<file path="src/rtl/io_waiter_pkg.sv">
package io_waiter_pkg;
  typedef struct packed {
    logic load;    // accept a request and latch it
    logic step;    // count one wait state down
    logic finish;  // final cycle of the access
  } ctlStrobe_t;
endpackage

</file>
<file path="src/rtl/io_waiter_ctrl.sv">
module io_waiter_ctrl
  import io_waiter_pkg::*;
(
  input  logic       clk,
  input  logic       rstN,
  input  logic       reqValid,
  input  logic       cntZero,
  output ctlStrobe_t strobe,
  output logic       busy
);
  typedef enum logic {ST_IDLE, ST_ACCESS} state_t;
  state_t stateQ, stateD;

  always_comb begin
    strobe.load   = (stateQ == ST_IDLE) && reqValid;
    strobe.step   = (stateQ == ST_ACCESS) && !cntZero;
    strobe.finish = (stateQ == ST_ACCESS) && cntZero;
    stateD = stateQ;
    if (strobe.load)   stateD = ST_ACCESS;
    if (strobe.finish) stateD = ST_IDLE;
  end

  always_ff @(posedge clk or negedge rstN) begin
    if (!rstN) stateQ <= ST_IDLE;
    else       stateQ <= stateD;
  end

  assign busy = (stateQ == ST_ACCESS);
endmodule

</file>
<file path="src/rtl/io_waiter_dp.sv">
module io_waiter_dp
  import io_waiter_pkg::*;
#(
  parameter int ADDR_W     = 11,
  parameter int EXT_ADDR_W = 14,
  parameter int DATA_W     = 16,
  parameter int WS_W       = 3,
  parameter int REGIONS    = 4,
  parameter logic [WS_W-1:0] WS_RESET = '1
) (
  input  logic                      clk,
  input  logic                      rstN,
  input  ctlStrobe_t                strobe,
  input  logic                      busy,
  input  logic                      reqWrite,
  input  logic [ADDR_W-1:0]         reqAddr,
  input  logic [DATA_W-1:0]         reqWdata,
  input  logic [REGIONS-1:0]        cfgWe,
  input  logic [REGIONS*WS_W-1:0]   cfgWd,
  input  logic [DATA_W-1:0]         extDin,
  output logic                      cntZero,
  output logic                      ready,
  output logic [DATA_W-1:0]         rspRdata,
  output logic [EXT_ADDR_W-1:0]     extAddr,
  output logic                      extSelN,
  output logic                      extWrN,
  output logic                      extRdN,
  output logic [DATA_W-1:0]         extDout
);
  localparam int SEL_W = $clog2(REGIONS);
  localparam int PAD_W = EXT_ADDR_W - ADDR_W;

  logic [REGIONS-1:0][WS_W-1:0] waitQ;
  logic [SEL_W-1:0]  regionIdx;
  logic [WS_W-1:0]   countQ;
  logic [ADDR_W-1:0] addrQ;
  logic              writeQ;
  logic [DATA_W-1:0] wdataQ;

  for (genvar g = 0; g < REGIONS; g++) begin : g_wait
    always_ff @(posedge clk or negedge rstN) begin
      if (!rstN)         waitQ[g] <= WS_RESET;
      else if (cfgWe[g]) waitQ[g] <= cfgWd[g*WS_W +: WS_W];
    end
  end

  assign regionIdx = reqAddr[ADDR_W-1 -: SEL_W];

  always_ff @(posedge clk or negedge rstN) begin
    if (!rstN) begin
      countQ <= '0;
      addrQ  <= '0;
      writeQ <= 1'b0;
      wdataQ <= '0;
    end else if (strobe.load) begin
      countQ <= waitQ[regionIdx];
      addrQ  <= reqAddr;
      writeQ <= reqWrite;
      wdataQ <= reqWdata;
    end else if (strobe.step) begin
      countQ <= countQ - 1'b1;
    end
  end

  assign cntZero  = (countQ == '0);
  assign ready    = strobe.finish;
  assign rspRdata = extDin;
  assign extAddr  = {{PAD_W{1'b0}}, addrQ};
  assign extSelN  = ~busy;
  assign extWrN   = ~(busy & writeQ);
  assign extRdN   = ~(busy & ~writeQ);
  assign extDout  = wdataQ;
endmodule

</file>
<file path="src/rtl/io_region_waiter.sv">
module io_region_waiter
  import io_waiter_pkg::*;
#(
  parameter int ADDR_W     = 11,
  parameter int EXT_ADDR_W = 14,
  parameter int DATA_W     = 16,
  parameter int WS_W       = 3,
  parameter int REGIONS    = 4
) (
  input  logic                    clk,
  input  logic                    rstN,
  input  logic                    reqValid,
  input  logic                    reqWrite,
  input  logic [ADDR_W-1:0]       reqAddr,
  input  logic [DATA_W-1:0]       reqWdata,
  output logic                    ready,
  output logic [DATA_W-1:0]       rspRdata,
  input  logic [REGIONS-1:0]      cfgWe,
  input  logic [REGIONS*WS_W-1:0] cfgWd,
  output logic [EXT_ADDR_W-1:0]   extAddr,
  output logic                    extSelN,
  output logic                    extWrN,
  output logic                    extRdN,
  output logic [DATA_W-1:0]       extDout,
  input  logic [DATA_W-1:0]       extDin
);
  ctlStrobe_t strobe;
  logic busy;
  logic cntZero;

  io_waiter_ctrl u_ctrl (
    .clk(clk), .rstN(rstN), .reqValid(reqValid), .cntZero(cntZero),
    .strobe(strobe), .busy(busy)
  );

  io_waiter_dp #(
    .ADDR_W(ADDR_W), .EXT_ADDR_W(EXT_ADDR_W), .DATA_W(DATA_W),
    .WS_W(WS_W), .REGIONS(REGIONS)
  ) u_dp (
    .clk(clk), .rstN(rstN), .strobe(strobe), .busy(busy),
    .reqWrite(reqWrite), .reqAddr(reqAddr), .reqWdata(reqWdata),
    .cfgWe(cfgWe), .cfgWd(cfgWd), .extDin(extDin),
    .cntZero(cntZero), .ready(ready), .rspRdata(rspRdata),
    .extAddr(extAddr), .extSelN(extSelN), .extWrN(extWrN),
    .extRdN(extRdN), .extDout(extDout)
  );
endmodule

</file>
<file path="config.mk">
export PLATFORM = sky130hd
export DESIGN_NAME = io_region_waiter
export DESIGN_NICKNAME = d
export VERILOG_FILES = /design/src/rtl/io_waiter_pkg.sv /design/src/rtl/io_waiter_ctrl.sv /design/src/rtl/io_waiter_dp.sv /design/src/rtl/io_region_waiter.sv
export SDC_FILE = /design/constraint.sdc
export NUM_CORES = 1
export LEC_CHECK = 0
export BUFFER_PORTS_ARGS = -buffer_cell sky130_fd_sc_hd__buf_2
export CAP_MARGIN = 10
export CORE_UTILIZATION = 39
export DETAILED_ROUTE_END_ITERATION = 6
export PLACE_DENSITY = 0.75
export SYNTH_ARGS = -nofsm -noshare
export SYNTH_HDL_FRONTEND = slang
export SYNTH_HIERARCHICAL = 1
export SYNTH_SLANG_ARGS = --single-unit
</file>
<file path="constraint.sdc">
create_clock -name clk -period 1.55 [get_ports clk]
set_input_delay 0.155 -clock clk [delete_from_list [all_inputs] [get_ports clk]]
set_output_delay 0.155 -clock clk [all_outputs]
set_load 0.1 [all_outputs]
</file>
Word-level counts from Yosys, hierarchy flattened
Cells that the tools add are included. Widths: inputs -> output; s select.

Add/subtract/negate cells: 1. $lt $le $gt $ge: 1. Mux-type cells: 6. Bitwise gates (word level): 6. Reduce and logical (&&, ||, !) cells: 7.

Operators with widths (count): $mux 3 (3); $bmux 3 s2 (1); $not 1->1 (4); $reduce_bool 2->1 (2); $logic_and 1x1->1 (3); $logic_not 3->1 (1); $lt 2x3->1 const B (1); $sub 3x1->3 const B (1); $and 1x1->1 (2); $mux 1 (2); $logic_not 1->1 (1).

Register bits after elaboration: 44. Output and inout bits: 50. Logic and storage cells: 30.

Longest topological paths before layout
Depth in word-level cells: 5. Mapped depth: 7. Mapped depth without buffers: 7.

Hierarchy
Netlist, hierarchy kept.

By module, submodules not included: io_waiter_dp (times used 1, cells an instance 133, area each 1913.1 um2, sequential area each 1091.0 um2); io_waiter_ctrl (times used 1, cells an instance 6, area each 56.3 um2, sequential area each 25.0 um2).

Least setup slack after synthesis
OpenSTA, ideal clock, no wires.

Kind: register -> register. Start: register u_dp.countQ[0]. End: register u_dp.countQ[2]. Arrival: 1.469 ns. Data required time: 1.460 ns. Slack: -0.009 ns. Cell stages (with the launch flop): 7. Period minus slack after synthesis: 1.559 ns. Path through: dfrtp_1 > inv_1 > ha_1 > ha_1 > nor2b_1 > mux2_2 > o221ai_1.

RTL lines: start, declared (line io_waiter_dp.sv:35) `logic [WS_W-1:0] countQ;`; start signal, assigned (line io_waiter_dp.sv:56) `countQ <= waitQ[regionIdx];`; start signal, assigned (line io_waiter_dp.sv:61) `countQ <= countQ - 1'b1;`.

Worst setup path after layout
Start: register u_dp.countQ[1]. End: output port ready.

Cells in the longest elaborated chain, start to end: 2.

Ends and longest elaborated chain: $logic_not 3->1 (line io_waiter_dp.sv:65) `assign cntZero = (countQ == '0);`; via cntZero (line io_region_waiter.sv:29) `logic cntZero;`; $logic_and 1x1->1 (line io_waiter_ctrl.sv:17) `strobe.finish = (stateQ == ST_ACCESS) && cntZero;`; end, declared (line io_region_waiter.sv:16) `output logic ready,`.

The timed path passes the listed nets, and every way through them passes these cells.

==> metrics.txt <==
status completed; clock sinks 44; Total Routed Length 3.72 mm; Setup Skew 0.00539 ns; Die Height 73.1 µm; Buf/Inv on CP 2; synth cell count leaders mux2_2 (43), dfrtp_1 (32), buf_4 (20); worst reg2reg setup slack 0.08 ns; initial antenna violation count 0; crit path max fanout 2; final hold violations 0; TritonCTS Buffers 5; global-route wire length before repair 6.04 mm; hold path start reqWdata[15]; Routed Antenna Nets 0; Avg Synthesized Cell Area 14.2 µm²; number of H-tree levels 2; vias per cell 4.69; WL/cell 13.4 µm; number of synthesized flops with an enable pin 0; vias in the first global route 1364; Critical Path Max Stage Delay 0.38 ns; Peak Freq 646 MHz; GRT overflow 0; # DRC 0; layout cells sized above 1 73.9%; ys flop type dfrtp_1; Initial Util 41.2%; YS warnings 6; buffers added on ports 77; CTS clk-pin slew, worst paths 0.08 ns; Critical Path, Cell by Cell inv_1 > ha_2 > ha_4 > and2_4 > buf_12; max cap viols 0; CTS max path bufs 2; FF+latch count, synth 44; Final Slew Violations 0; Setup Crit Path Kind flip-flop to output pin; Synth top area share 40.7%; routability congestion estimate 0.701; via count 1303; CP Data Arrival Time 1.39 ns; largest net degree at the start of global routing 27; cell family with most CP delay flip-flops; Hold WS 0.0904 ns; Gate Count Post-Synth 139; die area 5340 µm²; slowest CP cell dfrtp_1; Setup crit start u_dp/countQ[1]; Setup WS post-layout 0.000865 ns; pre-CTS WS 0.00662 ns; Initial DRC Count 33; DRT Pass-1 Iters 4; final setup fails 0; Reg2Reg Launch Point u_dp/countQ[0]; most common cell in the synthesized netlist mux2_2; gr usage total 15.1%; HP Class primary input to flip-flop; post-synthesis sequential area ratio 56.7%; CP Capture Type output pin; row cnt 25; asr flop ratio synth 100%; Root Driver clkbuf_8; post-DP HPWL 2.77 mm; Horiz. Die Dim 73.1 µm; CP required 1.39 ns; largest area contributor in the netlist dfrtp_1; fin crit period 1.55 ns; CTS tree done; mapped cell area 1970 µm²; n_diodes 0; Area Overhead vs Synth 26.7%; RSZ-0062 raised after global routing true; fin nets 275; Worst setup SP type flip-flop; core area 4790 µm²; Synth area leaders dfrtp_1 (41%), mux2_2 (25%), dfstp_2 (16%); # IOs 113; period utilization 99.9%; clk_lat worst skew 0.29 ns; Netlist cell types 22
[kinds of logic (layout without fill, tap and decap cells)]
group                      after synthesis  count (layout)  share of synthesized area [%]
DFF                                     44              44                           56.7
muxes                                   46              46                           26.7
adders and majority gates                2               2                           1.27
xor gates and xnor gates                 1               1                          0.445
other                                    1               3                          0.190
AOI/OAI and AO/OA                        4               4                           1.40
and+or+nand+nor                         12              12                           3.30
buffers and inverters                   29              99                           9.97
[flip-flops by register name (all words and copies together), names as in the netlist]
name	flops
u_dp/extDout	16
u_dp/waitQ	12
u_dp/addrQ	11
u_dp/countQ	3
u_ctrl/busy	1
u_dp/writeQ	1
[per-layer routing]
| metal | vias up | track usage (%) | routed length (µm) |
|---|---|---|---|
| li1 | 589 | - | - |
| met1 | 639 | 17.5 | 1520 |
| met2 | 59 | 24.8 | 1800 |
| met3 | 16 | 5.11 | 289 |
| met4 | 0 | 8.06 | 102 |
| met5 | - | 0 | 0 |
[through the flow]
step	utilization, %	std cells	cell area (µm²)	setup TNS, ns
after floorplan	-	141	1980	0
after global placement	48.9	265	2340	0
after detailed placement	48.9	265	2340	0
after CTS	51.4	276	2460	0
after global routing	52.1	278	2490	-0.0524
final	52.1	278	2490	0
[what timing repair did]
action | 4_1_cts | 5_1_grt
resized for setup | 1 | 3
gates cloned | 0 | 0
endpoints found under the setup margin | 2 | 2
setup buffers | 2 | 2
hold buffers | 1 | 0
endpoints found under the hold margin | 8 | 0
[layout make-up]
type	instances	area, µm²
multi-input combinational	68	696
fill	424	2290
clock inverter	1	7.51
sequential	44	1120
tap	67	83.8
timing repair buffer	87	490
inverter	4	15.0
clock buffer	7	86.3
[cells in the final DEF (no fill, tap or decap)]
cell type	n
mux2i_1	2
buf_12	2
nand3_1	2
clkbuf_8	6
o21ai_1	1
dfstp_2	12
dfrtp_1	32
mux2_2	43
clkbuf_1	1
o221ai_2	1
xnor2_1	1
conb_1	3
nand2b_1	2
nand2_1	3
nor2_2	1
nor2b_2	1
ha_2	1
nor2_1	1
clkinvlp_4	1
mux4_2	1
and2_4	1
dlygate4sd3_1	1
nor2b_4	1
inv_1	4
o221ai_1	1
buf_2	76
ha_4	1
o21ai_0	1
buf_4	8
[worst register-to-register path, cell delays in order, from the launching register on]
cell      delay, ns
dfrtp_1        0.35
inv_1          0.05
ha_2           0.20
ha_4           0.16
nor2b_2        0.12
mux2_2         0.36
o221ai_2       0.15
[path summary, 6_finish.rpt]
| check | endpoint | cells after the start |
|---|---|---|
| worst max-delay path | ready | 5 |
| max in group asynchronous | u_dp/extDout[7] | 3 |
| worst min register to register | u_dp/extDout[1] | 1 |
| worst min-delay path | u_dp/extDout[15] | 2 |
| worst max register to register | u_dp/countQ[2] | 6 |
| min in group asynchronous | u_dp/addrQ[9] | 2 |
Power is left out: the tool's default activity adds up to more than one toggle a clock period on the data nets, which glitch-free logic cannot reach.
